==> src/rtl/sar_out_pkg.sv <==
// Package: shared types for the serial ADC output model.
// Assumes nothing beyond IEEE 1800-2017.
package sar_out_pkg;

    // Operating phase of the readback controller
    typedef enum logic [2:0] {
        PH_IDLE  = 3'd0,   // no result held since reset
        PH_CONV  = 3'd1,   // conversion timer running
        PH_READY = 3'd2,   // fresh result waiting for a read
        PH_READ  = 3'd3,   // word being shifted out
        PH_SPENT = 3'd4    // result consumed, fill word armed
    } phase_t;

endpackage

==> src/rtl/sar_edge_det.sv <==
// Module: sar_edge_det
// Registers a vector of sampled lines and flags, per bit, rising and
// falling transitions between the previous and current sample.
// Assumes the inputs are already synchronous to clk.
module sar_edge_det #(
    parameter int W = 3
) (
    input  logic         clk,
    input  logic         rst_n,
    input  logic [W-1:0] lines_i,
    output logic [W-1:0] rise_o,
    output logic [W-1:0] fall_o
);
    logic [W-1:0] prev_q;

    for (genvar b = 0; b < W; b++) begin : g_line
        // Hold the previous sample of this line
        always_ff @(posedge clk) begin
            if (!rst_n) prev_q[b] <= 1'b0;
            else        prev_q[b] <= lines_i[b];
        end
        assign rise_o[b] =  lines_i[b] & ~prev_q[b];
        assign fall_o[b] = ~lines_i[b] &  prev_q[b];
    end
endmodule

==> src/rtl/sar_conv_timer.sv <==
// Module: sar_conv_timer
// Counts the conversion time. A start loads the count, and expire_o
// pulses on the CONV_CYCLES-th edge after the start while run_i is held.
// Assumes CONV_CYCLES >= 1.
module sar_conv_timer #(
    parameter int CONV_CYCLES = 8
) (
    input  logic clk,
    input  logic rst_n,
    input  logic start_i,
    input  logic run_i,
    output logic expire_o
);
    localparam int CW = $clog2(CONV_CYCLES + 1);
    localparam logic [CW-1:0] LOAD_VAL = CW'(CONV_CYCLES - 1);

    logic [CW-1:0] cnt_q;

    // Load on start, count down while the conversion runs
    always_ff @(posedge clk) begin
        if (!rst_n)                          cnt_q <= '0;
        else if (start_i)                    cnt_q <= LOAD_VAL;
        else if (run_i && cnt_q != '0)       cnt_q <= cnt_q - 1'b1;
    end

    assign expire_o = run_i && !start_i && (cnt_q == '0);
endmodule

==> src/rtl/sar_readback_shift.sv <==
// Module: sar_readback_shift
// Holds the word to be read, presents its MSB and shifts left on each
// step. After a read ends it is refilled with FILL_WORD. A bit counter
// flags the step that moves out the last bit.
// Assumes only one of load/refill/shift/begin matters per cycle (that
// order of priority).
module sar_readback_shift #(
    parameter int              DATA_W    = 16,
    parameter logic [DATA_W-1:0] FILL_WORD = '0
) (
    input  logic              clk,
    input  logic              rst_n,
    input  logic              load_i,
    input  logic [DATA_W-1:0] sample_i,
    input  logic              refill_i,
    input  logic              shift_i,
    input  logic              begin_i,
    output logic              msb_o,
    output logic              last_o
);
    localparam int BW = $clog2(DATA_W);
    localparam logic [BW-1:0] LAST_IDX = BW'(DATA_W - 1);

    logic [DATA_W-1:0] word_q;
    logic [BW-1:0]     bit_q;

    // Word register: capture, refill or shift
    always_ff @(posedge clk) begin
        if (!rst_n)        word_q <= FILL_WORD;
        else if (load_i)   word_q <= sample_i;
        else if (refill_i) word_q <= FILL_WORD;
        else if (shift_i)  word_q <= {word_q[DATA_W-2:0], 1'b0};
    end

    // Bit counter: cleared at each read start, advanced per shift
    always_ff @(posedge clk) begin
        if (!rst_n)                  bit_q <= '0;
        else if (load_i || begin_i)  bit_q <= '0;
        else if (shift_i)            bit_q <= bit_q + 1'b1;
    end

    assign msb_o  = word_q[DATA_W-1];
    assign last_o = shift_i && (bit_q == LAST_IDX);
endmodule

==> src/rtl/sar_serial_out.sv <==
// Module: sar_serial_out (top)
// Serial output side of a converter in select-per-device 4-wire mode.
// Convert rising with select high starts a timed conversion; afterwards
// select low reads the word out MSB first, advanced by serial clock
// falling edges. Reads end on the 16th fall or on select rising.
// Assumes conv_i, sel_i and sclk_i are synchronous to clk.
module sar_serial_out
    import sar_out_pkg::*;
#(
    parameter int                DATA_W      = 16,
    parameter int                CONV_CYCLES = 8,
    parameter logic [DATA_W-1:0] FILL_WORD   = '0
) (
    input  logic              clk,
    input  logic              rst_n,
    input  logic              conv_i,
    input  logic              sel_i,
    input  logic              sclk_i,
    input  logic [DATA_W-1:0] sample_i,
    output logic              sdo_o,
    output logic              sdo_en_o,
    output logic              proto_err_o
);
    localparam int LN_CONV = 0;
    localparam int LN_SEL  = 1;
    localparam int LN_SCK  = 2;
    localparam int N_LINES = 3;

    logic [N_LINES-1:0] rise, fall;
    phase_t phase_q, phase_d;
    logic   start, expire, cap, rd_begin, rd_shift, rd_end, last_bit, msb;
    logic   err_q, both_low, reading;

    sar_edge_det #(.W(N_LINES)) u_edges (
        .clk     (clk),
        .rst_n   (rst_n),
        .lines_i ({sclk_i, sel_i, conv_i}),
        .rise_o  (rise),
        .fall_o  (fall)
    );

    assign start = rise[LN_CONV] && sel_i;

    sar_conv_timer #(.CONV_CYCLES(CONV_CYCLES)) u_timer (
        .clk      (clk),
        .rst_n    (rst_n),
        .start_i  (start),
        .run_i    (phase_q == PH_CONV),
        .expire_o (expire)
    );

    assign reading  = (phase_q == PH_READ);
    assign cap      = expire;
    assign rd_begin = !start && conv_i && fall[LN_SEL] &&
                      (phase_q == PH_READY || phase_q == PH_SPENT);
    assign rd_shift = reading && fall[LN_SCK] && !rise[LN_SEL];
    assign rd_end   = reading && (rise[LN_SEL] || last_bit);

    sar_readback_shift #(.DATA_W(DATA_W), .FILL_WORD(FILL_WORD)) u_shift (
        .clk      (clk),
        .rst_n    (rst_n),
        .load_i   (cap),
        .sample_i (sample_i),
        .refill_i (rd_end),
        .shift_i  (rd_shift),
        .begin_i  (rd_begin),
        .msb_o    (msb),
        .last_o   (last_bit)
    );

    // Next-phase selection
    always_comb begin
        phase_d = phase_q;
        if (start) begin
            phase_d = PH_CONV;
        end else begin
            unique case (phase_q)
                PH_CONV:            if (expire)   phase_d = PH_READY;
                PH_READY, PH_SPENT: if (rd_begin) phase_d = PH_READ;
                PH_READ:            if (rd_end)   phase_d = PH_SPENT;
                default:            phase_d = phase_q;
            endcase
        end
    end

    // Phase register
    always_ff @(posedge clk) begin
        if (!rst_n) phase_q <= PH_IDLE;
        else        phase_q <= phase_d;
    end

    // Sticky protocol error: select low while converting
    always_ff @(posedge clk) begin
        if (!rst_n)                                      err_q <= 1'b0;
        else if (phase_q == PH_CONV && !sel_i && !start) err_q <= 1'b1;
    end

    assign both_low    = !conv_i && !sel_i;
    assign sdo_en_o    = reading || both_low;
    assign sdo_o       = reading && !both_low && msb;
    assign proto_err_o = err_q;
endmodule

==> config.mk <==
export PLATFORM = sky130hd
export DESIGN_NAME = sar_serial_out
export DESIGN_NICKNAME = d
export VERILOG_FILES = /design/src/rtl/sar_out_pkg.sv /design/src/rtl/sar_edge_det.sv /design/src/rtl/sar_conv_timer.sv /design/src/rtl/sar_readback_shift.sv /design/src/rtl/sar_serial_out.sv
export SDC_FILE = /design/constraint.sdc
export NUM_CORES = 1
export LEC_CHECK = 0
export ABC_AREA = 1
export BUFFER_PORTS_ARGS = -buffer_cell sky130_fd_sc_hd__buf_2
export CAP_MARGIN = 20
export CORE_UTILIZATION = 45
export DETAILED_ROUTE_END_ITERATION = 8
export GPL_TIMING_DRIVEN = 0
export PLACE_DENSITY_LB_ADDON = 0.1
export SKIP_LAST_GASP = 1
export SYNTH_ARGS = -nofsm -noshare
export SYNTH_HDL_FRONTEND = slang
export SYNTH_HIERARCHICAL = 1
export SYNTH_SLANG_ARGS = --single-unit
export TNS_END_PERCENT = 30
==> constraint.sdc <==
create_clock -name clk -period 2.9 [get_ports clk]
set_clock_uncertainty 0.2 [all_clocks]
set_input_delay 0.145 -clock clk [delete_from_list [all_inputs] [get_ports clk]]
set_output_delay 0.145 -clock clk [all_outputs]
set_load 0.02 [all_outputs]
==> out/results.tsv <==
stage	metric	value	unit
power	PD cells	438.1	mW/mm²
sta	Slew headroom	70.26	%
die	Initial Utilization	47.69	%
sta	Setup TNS Final	0	ns
clock_network	CTS sink count	31	
hold_path	Worst Min Path Start	sample_i[5]	
synth	synthesized instance count	269	
synth	syn_nets	292	
setup_path	worst r2r path cells	13	
sta	Slew Limit Fails	0	
layout	Post-Layout Inst Area	0.002192	mm²
drt	Antenna Nets Post-Route	0	
setup_path	Startpoint Class	register	
clock_network	root buffer cell	clkbuf_8	
hold_path	hold path depth	4	
sta	Achievable Freq	411.8	MHz
power	Leak	0.001042	µW
drt	Iteration-0 DRC Markers	87	
setup_path	internal reg-to-reg setup slack	0.47	ns
layout	diode count	0	
setup_path	worst r2r dst	u_shift/word_q[1]	
setup_path	crit end category	register	
clock_network	Reg clk slew, reported paths	0.07	ns
clock_network	maximum clock path buffer count	2	
clock_network	Clock Latency Late Sink	0.28	ns
global_routing	M3 GR Usage	3.697	%
setup_path	CP max FO	10	
job	max-cap viol count	0	
die	row count	22	
layout	# fillers	394	
hold_path	Hold Path End	u_shift/word_q[5]	
sta	Tmin final	2.429	ns
global_routing	global route hottest layer	met2	
clock_network	CTS tree	done	
synth	Avg Inst Size Synth	6.637	µm²
layout	Nets	337	
setup_path	r2r startpoint	phase_q[1]	
placement	Post-DP Area	0.001961	mm²
global_routing	first-pass GRT wire length	6230	µm
placement	post-DP HPWL	2440	µm
die	Die W	64.99	µm
placement	RePlAce Congestion	0.8061	
clock_network	H-tree depth	2	
drt	Via-to-Cell Ratio	4.573	
power	maximum vdd drop	0.2801	mV
die	io pins	24	
die	die height	64.99	µm
global_routing	Total GRT Usage	19.14	%
synth	Yosys warnings	6	
sta	final period utilization	83.75	%
setup_path	WP data required	2.87	ns
die	core area	0.003744	mm²
drt	drt wl/cell	9.898	µm
synth	Syn Std Cell Area	0.001785	mm²
global_routing	initial antenna violation count	0	
clock_network	CTS Buf Count	5	
setup_path	Setup Crit Path Kind	register to register	
global_routing	met1 usage	24.22	%
global_routing	vias in the first global route	1458	
hold_path	Worst Hold Class	input port to register	
sta	Worst-Margin Slew	0.4445	ns
global_routing	GRT Residual Overflow	0	
drt	via count	1660	
placement	port bufs	23	
setup_path	WP data arrival	2.40	ns
sta	Final setup viols	0	
die	total die area	0.004224	mm²
clock_network	post-CTS setup buffers	0	
run_status	status	finished, final reports clean	
drt	final wirelength	3593	µm
layout	ratio of cells with drive above 1 in the final layout	19.37	%
global_routing	largest net degree at the start of global routing	11	
drt	Post-route DRC	0	
sta	Hold Violations, Final	0	
global_routing	M2 GR Usage	31.25	%
sta	unrepaired setup endpoints after global routing	no	
layout	Area Growth Syn to Fin	22.77	%
drt	drt pass-1 iters	4	
-- per-layer routing --
metal / part of all wire [%] / up-vias / routed length (µm)
met1: 51 / 729 / 1836
met5: 0 / - / 0
li1: - / 903 / -
met3: 3.4 / 6 / 121
met2: 44 / 22 / 1585
met4: 1.4 / 0 / 50
-- sequential cells by signal, indices dropped and copies added (netlist names) --
register	cells
u_shift/word_q	16
phase_q	3
u_shift/bit_q	4
u_edges/prev_q	3
proto_err_o	1
u_timer/cnt_q	4
-- how the worst max path moves through the flow --
stage               startpoint                 end  depth (start not counted)
floorplan           phase_q[1]  u_shift/word_q[14]                         13
global placement    phase_q[0]   u_shift/word_q[1]                         11
detailed placement  phase_q[1]   u_shift/word_q[1]                         13
CTS                 phase_q[1]   u_shift/word_q[1]                         13
global route        phase_q[0]  u_shift/word_q[14]                         11
finish              phase_q[1]   u_shift/word_q[1]                         13
-- power by group --
part | switching (µW) | total (µW) | internal, µW
Clock | 156 | 324 | 168
Combinational | 94.7 | 175 | 80.7
Sequential | 10.8 | 461 | 450
-- cell type report --
class	instances	area [µm²]	area share [%]
sequential	31	620.6	28.31
inverter	48	180.2	8.219
timing repair buffer	38	265.3	12.10
tap	48	60.06	2.740
multi-input combinational	180	888.4	40.53
buffer	10	96.34	4.395
clock buffer	7	76.32	3.482
clock inverter	1	5.005	0.2283
-- cell usage in the layout (no fill, tap or decap), drive strengths merged --
| cell | instances |
|---|---|
| clkinv | 1 |
| nor2 | 39 |
| a21boi | 16 |
| o21ai | 4 |
| o21a | 1 |
| nand3 | 22 |
| nor3 | 3 |
| dlygate4sd3 | 15 |
| nor3b | 2 |
| buf | 33 |
| inv | 48 |
| a21oi | 7 |
| nand2 | 81 |
| clkbuf | 7 |
| nand4 | 1 |
| dfxtp | 31 |
| nand3b | 2 |
| ha | 2 |
-- per-stage QoR --
step                power, µW  setup slack, ns  hold slack (ns)  instances  util (%)
global placement        628.0           0.4748           0.1406        340     52.37
CTS                     974.8           0.4442        0.0003426        363     58.56
global route             1022           0.1953          0.01174        363     58.56
finish                  960.3           0.4714         0.002880        363     58.56
detailed placement      630.3           0.4586           0.1444        340     52.37
floorplan               589.6           0.7637          0.03845        269         -
-- worst max-delay path, cell delays in order, from the launching register on --
cell,delay [ns]
dfxtp_1,0.44
nand2_1,0.09
nor2_2,0.15
nand2_1,0.07
nor2_1,0.22
buf_6,0.19
nand3_1,0.09
nor2_1,0.10
nor2_1,0.07
nor2_2,0.25
nor2_8,0.08
buf_6,0.15
a21boi_0,0.18
nor2_1,0.05
-- what timing repair did --
action,CTS,global route
resized for setup,0,0
hold endpoints to repair,16,0
hold buffers,15,0
No activity file was read; power rests on OpenSTA's default activity.
